$ cat config.mk
export PLATFORM = sky130hd
export DESIGN_NAME = sst_xcvr
export DESIGN_NICKNAME = d
export VERILOG_FILES = /design/src/rtl/sst_pkg.sv /design/src/rtl/sst_clkdiv.sv /design/src/rtl/sst_shifter.sv /design/src/rtl/sst_xcvr.sv
export SDC_FILE = /design/constraint.sdc
export NUM_CORES = 1
export LEC_CHECK = 0
export BUFFER_PORTS_ARGS = -buffer_cell sky130_fd_sc_hd__buf_2
export CORE_MARGIN = 2
export CORE_UTILIZATION = 55
export CTS_BUF_LIST = sky130_fd_sc_hd__clkbuf_8
export DETAILED_ROUTE_END_ITERATION = 10
export PLACE_DENSITY_LB_ADDON = 0.08
export SYNTH_ARGS = -nofsm -noshare
export SYNTH_HDL_FRONTEND = slang
export SYNTH_SLANG_ARGS = --single-unit
export TNS_END_PERCENT = 10
$ cat constraint.sdc
create_clock -name clk -period 2.4 [get_ports clk]
set_input_delay 0.12 -clock clk [delete_from_list [all_inputs] [get_ports clk]]
set_output_delay 0.12 -clock clk [all_outputs]
set_load 0.05 [all_outputs]
$ cat src/rtl/sst_pkg.sv
package sst_pkg;
  localparam int unsigned BYTE_W = 8;
  localparam int unsigned CNT_W  = $clog2(BYTE_W);

  // serial slot -> byte bit index
  function automatic logic [CNT_W-1:0] slot_pos(input logic msb_first,
                                                input logic [CNT_W-1:0] slot);
    return msb_first ? CNT_W'(BYTE_W - 1) - slot : slot;
  endfunction

  function automatic logic line_bit(input logic b, input logic inv);
    return b ^ inv;
  endfunction

  // level the serial clock rests at between frames
  function automatic logic rest_level(input logic ckpol);
    return ~ckpol;
  endfunction
endpackage

$ cat src/rtl/sst_clkdiv.sv
module sst_clkdiv #(
  parameter int unsigned DIV_W = 8
) (
  input  logic             clk,
  input  logic             rst_n,
  input  logic             run,
  input  logic [DIV_W-1:0] div,
  output logic             tick
);
  logic [DIV_W-1:0] cnt;

  assign tick = run && (cnt == div);

  always_ff @(posedge clk or negedge rst_n) begin
    if (!rst_n)            cnt <= '0;
    else if (!run || tick) cnt <= '0;
    else                   cnt <= cnt + 1'b1;
  end

  AST_CNT_BOUND: assert property (@(posedge clk) disable iff (!rst_n)
    run |-> (cnt <= div));
endmodule

$ cat src/rtl/sst_shifter.sv
module sst_shifter
  import sst_pkg::*;
(
  input  logic              clk,
  input  logic              rst_n,
  input  logic              start,
  input  logic [BYTE_W-1:0] load_data,
  input  logic              msb_first,
  input  logic              ckpol,
  input  logic              invert,
  input  logic              rxd,
  input  logic              tick,
  output logic              active,
  output logic              done,
  output logic [BYTE_W-1:0] rx_word,
  output logic              sclk,
  output logic              txd
);
  logic [BYTE_W-1:0] tx_sh, rx_sh;
  logic [CNT_W-1:0]  slot;
  logic              phase;   // 1: between launch edge and capture edge
  logic              last_slot;

  assign last_slot = (slot == CNT_W'(BYTE_W - 1));
  assign done      = active && tick && phase && last_slot;
  assign sclk      = (active && phase) ? ~rest_level(ckpol) : rest_level(ckpol);

  always_comb begin
    rx_word = rx_sh;
    rx_word[slot_pos(msb_first, slot)] = line_bit(rxd, invert);
  end

  always_ff @(posedge clk or negedge rst_n) begin
    if (!rst_n) begin
      active <= 1'b0;
      phase  <= 1'b0;
      slot   <= '0;
      tx_sh  <= '0;
      rx_sh  <= '0;
      txd    <= 1'b1;
    end else if (start) begin
      active <= 1'b1;
      phase  <= 1'b0;
      slot   <= '0;
      tx_sh  <= load_data;
    end else if (active && tick) begin
      if (!phase) begin
        phase <= 1'b1;
        txd   <= line_bit(tx_sh[slot_pos(msb_first, slot)], invert);
      end else begin
        phase <= 1'b0;
        rx_sh <= rx_word;
        if (last_slot) begin
          active <= 1'b0;
          txd    <= 1'b1;
        end else begin
          slot <= slot + 1'b1;
        end
      end
    end
  end

  AST_TXD_REST: assert property (@(posedge clk) disable iff (!rst_n)
    $fell(active) |-> txd);
  AST_EIGHT_SLOTS: assert property (@(posedge clk) disable iff (!rst_n)
    done |=> !active);
endmodule

$ cat src/rtl/sst_xcvr.sv
module sst_xcvr
  import sst_pkg::*;
#(
  parameter int unsigned DIV_W = 8
) (
  input  logic              clk,
  input  logic              rst_n,
  input  logic              cfg_msb_first,
  input  logic              cfg_ckpol,
  input  logic              cfg_invert,
  input  logic              cfg_cont_rx,
  input  logic [DIV_W-1:0]  cfg_div,
  input  logic              wr_en,
  input  logic [BYTE_W-1:0] wr_data,
  input  logic              rd_en,
  output logic [BYTE_W-1:0] rd_data,
  output logic              tx_empty,
  output logic              rx_full,
  output logic              overrun,
  output logic              sclk,
  output logic              txd,
  input  logic              rxd
);
  logic [BYTE_W-1:0] tx_buf, rx_word;
  logic active, done, tick, start, rearm;

  assign start = !active && !tx_empty;
  assign rearm = cfg_cont_rx && rd_en;

  sst_clkdiv #(.DIV_W(DIV_W)) i_div (
    .clk(clk), .rst_n(rst_n), .run(active), .div(cfg_div), .tick(tick));

  sst_shifter i_shf (
    .clk(clk), .rst_n(rst_n), .start(start), .load_data(tx_buf),
    .msb_first(cfg_msb_first), .ckpol(cfg_ckpol), .invert(cfg_invert),
    .rxd(rxd), .tick(tick), .active(active), .done(done),
    .rx_word(rx_word), .sclk(sclk), .txd(txd));

  always_ff @(posedge clk or negedge rst_n) begin
    if (!rst_n) begin
      tx_buf   <= '0;
      tx_empty <= 1'b1;
    end else begin
      if (wr_en) tx_buf <= wr_data;
      if (wr_en || rearm) tx_empty <= 1'b0;
      else if (start)     tx_empty <= 1'b1;
    end
  end

  always_ff @(posedge clk or negedge rst_n) begin
    if (!rst_n) begin
      rd_data <= '0;
      rx_full <= 1'b0;
      overrun <= 1'b0;
    end else if (done) begin
      rd_data <= rx_word;
      rx_full <= 1'b1;
      if (rx_full && !rd_en) overrun <= 1'b1;
    end else if (rd_en) begin
      rx_full <= 1'b0;
    end
  end

  AST_FULL_ON_DONE: assert property (@(posedge clk) disable iff (!rst_n)
    done |=> rx_full);
  AST_READ_CLEARS: assert property (@(posedge clk) disable iff (!rst_n)
    (rd_en && !done) |=> !rx_full);
  AST_OVR_STICKY: assert property (@(posedge clk) disable iff (!rst_n)
    overrun |=> overrun);
  AST_CONT_REARM: assert property (@(posedge clk) disable iff (!rst_n)
    rearm |=> !tx_empty);
  AST_EMPTY_ON_LOAD: assert property (@(posedge clk) disable iff (!rst_n)
    (start && !wr_en && !rearm) |=> tx_empty);
endmodule

# After elaboration in Yosys (flattened, before gate mapping)
# Cells that the tools add are included.
dict set report word_totals {
  ff_bits 49
  input_bits 25
  output_inout_bits 13
  word_cells 74
}
dict set report op_classes {
  add_sub_neg 3
  order_cmp 2
  eq_ne 4
  muxes 25
  n_bitwise 4
  n_reduce_logical 24
}
# cell count
set ops {}
lappend ops {{$mux 1} 16}
lappend ops {{$mux 3} 5}
lappend ops {{$reduce_and 3->1} 4}
lappend ops {{$reduce_bool 2->1} 5}
lappend ops {{$logic_and 1x1->1} 9}
lappend ops {{$add 8x1->8 const B} 1}
lappend ops {{$bwmux 8} 1}
lappend ops {{$eq 8x8->1} 1}
lappend ops {{$mux 8} 1}
lappend ops {{$lt 3x4->1 const B} 1}
lappend ops {{$add 3x1->3 const B} 1}
lappend ops {{$bmux 1 s3} 1}
lappend ops {{$demux 1 s3} 1}
lappend ops {{$eq 3x3->1 const B} 1}
lappend ops {{$ge 3x1->1 const B} 1}
lappend ops {{$logic_not 1->1} 3}
lappend ops {{$sub 3x3->3 const A} 1}
lappend ops {{$logic_or 1x1->1} 2}
lappend ops {{$ne 2x1->1 const B} 1}
lappend ops {{$ne 2x2->1 const B} 1}
lappend ops {{$not 1->1} 2}
lappend ops {{$reduce_and 2->1} 1}
lappend ops {{$xor 1x1->1} 2}

# Logic depth before layout (Yosys ltp)
# Gate-level depths: netlist of run 1.
dict set report depth {
  word_depth 7
  mapped_depth 6
  ltp_nobuf 5
}

# Modules after synthesis
# From an unflattened synthesis of run 1, not the netlist that was laid out.
dict set report unflattened {
  cells_unflattened 244
  hier_area_um2 2745.1
}
# mod instances cells_per_inst area_per_inst_um2 seq_area_each_um2
set modules_own_cells {}
lappend modules_own_cells {sst_shifter 1 155 1467.7 551.8}
lappend modules_own_cells {sst_xcvr 1 43 777.0 476.7}
lappend modules_own_cells {sst_clkdiv 1 46 500.5 200.2}

# Worst setup path after synthesis of run 1
# No wires, ideal clock.
dict set report synth_path {
  path_type {reg2reg}
  startpoint {register i_shf.slot[2]}
  endpoint {register rd_data[2]}
  setup_ns 0.125
  t_arrival_ns 1.607
  required_time_ns 2.275
  slack_ns 0.669
  path_stages_with_launch 7
  n_path_buf 1
  synth_period_minus_slack_ns 1.731
  cell_sequence {dfrtp_1 > clkbuf_1 > nor3b_1 > a21oi_1 > nor2_1 > mux2_2 > mux2_2}
}
dict set report synth_via {
  elab_chain_cells 7
  elab_cells_between_ends 10
  cone_classes {add/sub (1); order compare (2); eq/ne (1); mux (4); reduce/logical (2)}
}
# item line_no
set synth_lines {}
lappend synth_lines {{start: declaration} sst_shifter.sv:20} ;# logic [CNT_W-1:0] slot;
lappend synth_lines {{start signal: assignment} sst_shifter.sv:57} ;# slot <= slot + 1'b1;
lappend synth_lines {{$sub 3x3->3} sst_pkg.sv:8} ;# return msb_first ? CNT_W'(BYTE_W - 1) - slot : slot;
lappend synth_lines {{$mux 3} sst_pkg.sv:8}
lappend synth_lines {{$lt 3x4->1 (implied by the code) / $ge 3x1->1 (equally long branches)} sst_shifter.sv:30} ;# rx_word[slot_pos(msb_first, slot)] = line_bit(rxd, invert);
lappend synth_lines {{$logic_and 1x1->1 (implied by the code)} sst_shifter.sv:30}
lappend synth_lines {{$mux 1 (implied by the code)} sst_shifter.sv:30}
lappend synth_lines {{$demux 1 s3} -}
lappend synth_lines {{$bwmux 8} sst_shifter.sv:30}
lappend synth_lines {{end signal: assignment} sst_xcvr.sv:56} ;# rd_data <= rx_word;
lappend synth_lines {{end: declaration} sst_xcvr.sv:16} ;# output logic [BYTE_W-1:0] rd_data,
# Several ways; a longest one is shown, not always the timed one.
# A chain may end at the register's enable or synchronous reset.

# Worst setup path in the final report of run 1
dict set report layout_path {
  startpoint {register i_div.cnt[3]}
  endpoint {register rd_data[7]}
}
dict set report layout_via {
  elab_chain_cells 5
}
# item line_no
set layout_lines {}
lappend layout_lines {{start: declaration} sst_clkdiv.sv:10} ;# logic [DIV_W-1:0] cnt;
lappend layout_lines {{start signal: assignment} sst_clkdiv.sv:17} ;# else cnt <= cnt + 1'b1;
lappend layout_lines {{$eq 8x8->1} sst_clkdiv.sv:12} ;# assign tick = run && (cnt == div);
lappend layout_lines {{$logic_and 1x1->1} sst_clkdiv.sv:12}
lappend layout_lines {{$logic_and 1x1->1 (3 in series)} sst_shifter.sv:25} ;# assign done = active && tick && phase && last_slot;
# No other way between the ends.

==> summary.txt, run 1 <==
Status
  – Status: finished, violations left
  – Failing checks: negative hold slack

Synth
  – Synthesized Nets: 230
  – Async S/R FF share, synth: 100%
  – Synth unique cells: 34
  – Syn Area/Cell: 12.0 sq um
  – Number of synthesized flops with an enable pin: 0
  – Prevailing post-synth register cell: dfrtp_1
  – Dominant cells by area after synthesis: dfrtp_1 49%, mux2_2 20%, xnor2_1 5.4%
  – Leading area contributor after synthesis: dfrtp_1
  – Sequential area share after synthesis: 50.7%
  – Share of Yosys cell area claimed by the top area cell type: 48.6%
  – Mapped Area: 2420 sq um
  – Synth warnings: 0
  – FF+latch count, synth: 49
  – Mapped Cells: 202

Run
  – Max-Cap Viols: 0

Timing
  – Slew HR: 30.4%
  – Hold WS: -0.00483 ns
  – Final WS setup: 0.376 ns
  – Setup-violating endpoint count in the final report: 0
  – Layout Skew: 0.00837 ns
  – Final period utilization: 84.3%
  – Tmin final: 2.02 ns
  – Measured slew at the worst slew-check pin: 1.04 ns
  – Max Freq: 494 MHz
  – RSZ-0062 raised after global routing: no
  – Setup TNS: 0 ns
  – Hold Vio Cnt, Final: 2
  – Max-slew violations: 0

Routing
  – DRC: 0
  – Routed len/inst: 14.9 um
  – Drt total wl: 4.41 mm
  – DR iter-0 viols: 48
  – DR vias/cell: 5.43
  – Initial DRT Pass Iterations: 4
  – ANT nets after route: 0
  – Vias: 1603

Die
  – Die area: 4950 sq um
  – DIE HEIGHT: 70.4 um
  – Top Ports: 38
  – Core area: 4290 sq um
  – Initial Util: 56.4%
  – Row count: 24
  – Die W: 70.4 um

Cells and area
  – Share of cells above drive strength 1: 38.7%
  – Layout Nets: 270
  – Diodes inserted: 0
  – Most common cell after layout, fill and taps aside: dfrtp_1
  – Area delta synth->final: 13.2%
  – Most frequent cells in the layout: 47 x dfrtp_1, 42 x mux2_2, 37 x buf_2, 22 x nor2_1, 15 x xnor2_1

Clock tree
  – Worst skew pair latency: 0.30 ns
  – Clock transition at path regs: 0.09 ns
  – CTS resizes: 0
  – H-tree depth: 2
  – Post-CTS setup buffers: 0
  – Hold_buf cts: 0
  – CTS max path bufs: 2
  – Num CTS Buffers: 5
  – CTS tree: built
  – CTS sink cnt: 49
  – Clock Root Buffer: clkbuf_8

Pwr
  – Pwr/cell area: 726 nW/um^2
  – Leakage: 1.35 nW
  – Peak VDD IR: 371 uV
  – Total power: 1.99 mW

Global route
  – Initial antenna violation count: 0
  – Global-route wire length before repair: 7.69 mm
  – Number of global-route vias before repair: 1658
  – Total track usage: 19.7%
  – Largest net degree at the start of global routing: 50
  – Overflow left after global routing: 0

Place
  – DP Wirelength: 3.28 mm
  – Pre-CTS setup slack: 0.398 ns
  – Port bufs: 37
  – GPL Wtd Cong: 0.802

Worst setup path
  – Crit Path Class: register to register
  – WP buf/inv: 0
  – CP delay by family, top: simple AND/OR/NAND/NOR gates
  – Slowest stage delay, CP: 0.49 ns
  – Worst-path fanout max: 10
  – Required @ worst endpoint: 2.59 ns
  – Crit path DAT: 2.21 ns
  – Cell at the slowest stage of the critical path: nor3_4
  – CP endpoint kind: register
  – Cell chain of the critical path: xnor2_1, nand4_1, nor3_4, nand2_4, mux2_2
  – Crit start category: register

Min path
  – Worst min path class: primary input to asynchronous set/reset pin
==> final timing paths <==
kind / startpoint / endpoint / slack [ns] / depth (start not counted)
max in group asynchronous: rst_n / rd_data[6] / 1.76 / 1
setup reg to reg: i_div.cnt[3] / rd_data[7] / 0.38 / 5
hold reg to reg: overrun / overrun / 0.50 / 1
min in group clk: wr_data[1] / tx_buf[1] / 0.04 / 2
setup / recovery: i_div.cnt[3] / rd_data[7] / 0.38 / 5
hold / removal: rst_n / i_div.cnt[4] / -0.005 / 1
==> sequential cells by signal, indices dropped and copies added, names as in the netlist <==
register	flops
i_shf.tx_sh	8
rd_data	8
rx_full	1
tx_buf	8
tx_empty	1
i_shf.phase	1
i_shf.slot	3
i_shf.rx_sh	8
i_shf.txd	1
i_shf.active	1
i_div.cnt	8
overrun	1
==> metal layers <==
metal,routed length [um],share of wire [%],GRT usage [%],vias to the layer above
met4,55,1.2,6.20,0
met1,1930,44,25.3,782
li1,-,-,-,779
met3,204,4.6,4.76,6
met2,2210,50,32.8,36
met5,0,0,0,-
==> report_power, final <==
| group | internal [mW] | leakage, nW | switching, mW | total [mW] |
|---|---|---|---|---|
| clock | 0.198 | 0.0491 | 0.263 | 0.461 |
| sequential | 0.926 | 0.637 | 0.104 | 1.03 |
| combinational | 0.222 | 0.666 | 0.278 | 0.500 |
| total | 1.35 | 1.35 | 0.644 | 1.99 |
==> cells by family (layout without fill, tap and decap cells) <==
logic type,after synthesis,after routing,share of synthesized area (%)
xor+xnor,21,21,7.59
simple gates,57,57,12.1
flops,49,49,50.7
compound gates,13,13,3.56
buf+inv,9,50,1.60
fa+ha+maj,3,3,1.55
mux,50,50,22.8
==> through the flow <==
step                      cells  instance area [sq um]  hold slack, ns  utilization (%)
after floorplan             202                   2420          -0.176                -
after global placement      287                   2660           0.346             61.9
after detailed placement    287                   2660           0.358             61.9
after CTS                   295                   2740          0.0356             63.9
after global routing        295                   2740          0.0410             63.9
final                       295                   2740        -0.00483             63.9
==> cell type report <==
type	count	area, sq um
clock buffers	5	68.8
fillers	368	1550
repair buffers	39	200
flip-flops and latches	49	1230
well taps	52	65.1
multi-input cells	144	1150
clock inverters	3	13.8
inverters	3	11.3
==> synthesized netlist by cell type, types with 3 or more instances <==
cell type,instances
mux2i_1,8
inv_1,3
nand2_1,13
nand3_1,5
clkbuf_1,4
a21oi_1,4
xor2_1,6
a32oi_1,3
xnor2_1,15
dfrtp_1,47
nor2_1,22
ha_1,3
mux2_2,42
(Power assumes the default switching activity.)
==> inputs of run 2 (changes only) <==
--- a/config.mk
+++ b/config.mk
@@ -7,7 +7,7 @@
 export LEC_CHECK = 0
 export BUFFER_PORTS_ARGS = -buffer_cell sky130_fd_sc_hd__buf_2
 export CORE_MARGIN = 2
-export CORE_UTILIZATION = 55
+export CORE_UTILIZATION = 53
 export CTS_BUF_LIST = sky130_fd_sc_hd__clkbuf_8
 export DETAILED_ROUTE_END_ITERATION = 10
 export PLACE_DENSITY_LB_ADDON = 0.08
==> constraint.sdc (replaced) <==
create_clock -name clk -period 1.86 [get_ports clk]
set_input_delay 0.093 -clock clk [delete_from_list [all_inputs] [get_ports clk]]
set_output_delay 0.093 -clock clk [all_outputs]
set_load 0.05 [all_outputs]
==> run 2 against run 1 <==
  * The run now ends clean
  * Routed wire length increased by 1.1%
  * Utilization increased by 1.6 points
  * Setup slack got worse by 0.27 ns
  * Cell area increased by 4.7%
  * Maximum frequency increased by 15%
  * Count of clock-buffer cells in the layout unchanged
  * Total power increased by 38%
  * Sequential cell count unchanged
  * Clock power increased by 60%
==> summary.txt, run 2 (synthesis results as in run 1) <==
Die
  – Top Ports: 38 (unchanged)
  – Die W: 71.6 um (was 70.4 um)
  – Die area: 5130 sq um (was 4950 sq um)
  – Initial Util: 55.3% (was 56.4%)
  – Core area: 4380 sq um (was 4290 sq um)
  – DIE HEIGHT: 71.6 um (was 70.4 um)
  – Row count: 24 (unchanged)

Global route
  – Met3 Use GR: 4.50% (was 4.76%)
  – Met2 GRT Util: 32.4% (was 32.8%)
  – Largest net degree at the start of global routing: 50 (unchanged)
  – Global route hottest layer: met2 (unchanged)
  – Number of global-route vias before repair: 1626 (was 1658)
  – Overflow left after global routing: 0 (unchanged)
  – Met1 Usage GRT: 24.5% (was 25.3%)
  – Global-route wire length before repair: 7.56 mm (was 7.69 mm)
  – Initial antenna violation count: 0 (unchanged)
  – Total track usage: 19.2% (was 19.7%)

Place
  – Port bufs: 37 (unchanged)
  – GPL Wtd Cong: 0.750 (was 0.802)
  – DP Wirelength: 3.26 mm (was 3.28 mm)

Timing
  – Final period utilization: 94.3% (was 84.3%)
  – Max Freq: 570 MHz (was 494 MHz)
  – Tmin final: 1.75 ns (was 2.02 ns)
  – Measured slew at the worst slew-check pin: 0.943 ns (was 1.04 ns)
  – Setup-violating endpoint count in the final report: 0 (unchanged)
  – Layout Skew: 0.0127 ns (was 0.00837 ns)
  – Slew HR: 36.9% (was 30.4%)
  – Hold Vio Cnt, Final: 0 (was 2)
  – Setup TNS: 0 ns (unchanged)
  – RSZ-0062 raised after global routing: yes (was no)
  – Hold WS: 0.0136 ns (was -0.00483 ns)
  – Max-slew violations: 0 (unchanged)

Clock tree
  – Worst skew pair latency: 0.30 ns (about the same)
  – CTS sink cnt: 49 (unchanged)
  – Clock transition at path regs: 0.09 ns (about the same)
  – H-tree depth: 2 (unchanged)
  – Num CTS Buffers: 5 (unchanged)
  – CTS tree: built (unchanged)
  – Clock Root Buffer: clkbuf_8 (unchanged)
  – CTS max path bufs: 2 (unchanged)

Cells and area
  – Reg area: 1230 sq um (about the same)
  – Layout Nets: 279 (was 270)
  – Post-layout util: 65.5% (was 63.9%)
  – Most common cell after layout, fill and taps aside: dfrtp_1 (unchanged)
  – Fillers: 347 (was 368)
  – Area of the multi-input gates: 1160 sq um (was 1150 sq um)
  – Most frequent cells in the layout: 44 x dfrtp_1, 42 x mux2_2, 37 x buf_2, 22 x nor2_1, 15 x xnor2_1 (was 47 x dfrtp_1, 42 x mux2_2, 37 x buf_2, 22 x nor2_1, 15 x xnor2_1)
  – Share of cells above drive strength 1: 42.1% (was 38.7%)
  – Area delta synth->final: 18.5% (was 13.2%)
  – Diodes inserted: 0 (unchanged)

Routing
  – DRC: 0 (unchanged)
  – Vias: 1635 (was 1603)
  – DR iter-0 viols: 52 (was 48)
  – DR vias/cell: 5.38 (was 5.43)
  – Drt total wl: 4.45 mm (was 4.41 mm)
  – ANT nets after route: 0 (unchanged)
  – Routed len/inst: 14.7 um (was 14.9 um)
  – Initial DRT Pass Iterations: 4 (unchanged)

Worst setup path
  – Worst-path fanout max: 12 (was 10)
  – Cell at the slowest stage of the critical path: dfrtp_2 (was nor3_4)
  – Cell chain of the critical path: or3_1, nand2_1, nand2_1, mux2_2, mux2_2 (was xnor2_1, nand4_1, nor3_4, nand2_4, mux2_2)
  – Crit Path Class: register to register (unchanged)
  – Required @ worst endpoint: 2.05 ns (was 2.59 ns)
  – Crit start category: register (unchanged)
  – Slowest stage delay, CP: 0.49 ns (about the same)
  – CP endpoint kind: register (unchanged)
  – Crit path DAT: 1.94 ns (was 2.21 ns)

Pwr
  – Peak VDD IR: 411 uV (was 371 uV)
  – Pwr/cell area: 953 nW/um^2 (was 726 nW/um^2)
  – Total power: 2.74 mW (was 1.99 mW)
  – Leakage: 1.41 nW (was 1.35 nW)

Status
  – Status: finished, final reports clean (was finished, violations left)

Min path
  – Worst min path class: primary input to register (was primary input to asynchronous set/reset pin)

Run
  – Max-Cap Viols: 0 (unchanged)
run 2: per-layer routing:
layer	wire, um	part of all wire, %
met1	1910	43
met2	2290	52
met3	183	4.1
met4	62	1.4
met5	0	0
run 2: layout make-up:
class / instances / area share [%]
Sequential cell: 49 / 42.9
Multi-Input combinational cell: 144 / 40.4
Timing Repair Buffer: 48 / 10.3
Clock buffer: 5 / 2.40
Tap cell: 52 / 2.27
Clock inverter: 3 / 1.35
Inverter: 3 / 0.392
run 2: worst max-delay path, delay by kind of cell, from the launching register on:
family | cells | cell delay (ns)
muxes | 2 | 0.55
and+or+nand+nor | 3 | 0.60
DFF | 1 | 0.49
run 2: path summary, 6_finish.rpt:
path,startpoint,to,slack (ns),cells past startpoint
setup / recovery,i_shf.slot[2],rd_data[0],0.11,5
hold / removal,wr_data[7],tx_buf[7],0.01,2
setup reg to reg,i_shf.slot[2],rd_data[0],0.11,5
hold reg to reg,overrun,overrun,0.48,1
max in group asynchronous,rst_n,i_shf.txd,1.28,3
min in group asynchronous,rst_n,tx_buf[6],0.29,3
run 2: what timing repair did:
action                                  4_1_cts  5_1_grt
endpoints found under the setup margin        1       12
endpoints found under the hold margin        47        0
resized for setup                             1        3
buffers inserted                              0        2
pin swaps                                     0        4
hold buffers                                  1        0
run 2: metrics by stage:
stage                     instances  area (sq um)  setup WS, ns
after floorplan                 202          2420         0.129
after detailed placement        293          2730        0.0108
after global placement          293          2730         0.107
final                           304          2870         0.106
after CTS                       302          2850        0.0145
after global routing            304          2870      -0.00178
run 2: power breakdown:
| part | total, mW | switching [mW] | leakage, nW | internal, mW |
|---|---|---|---|---|
| registers | 1.33 | 0.129 | 0.633 | 1.20 |
| clock network | 0.738 | 0.344 | 0.0593 | 0.394 |
| logic | 0.672 | 0.358 | 0.723 | 0.314 |
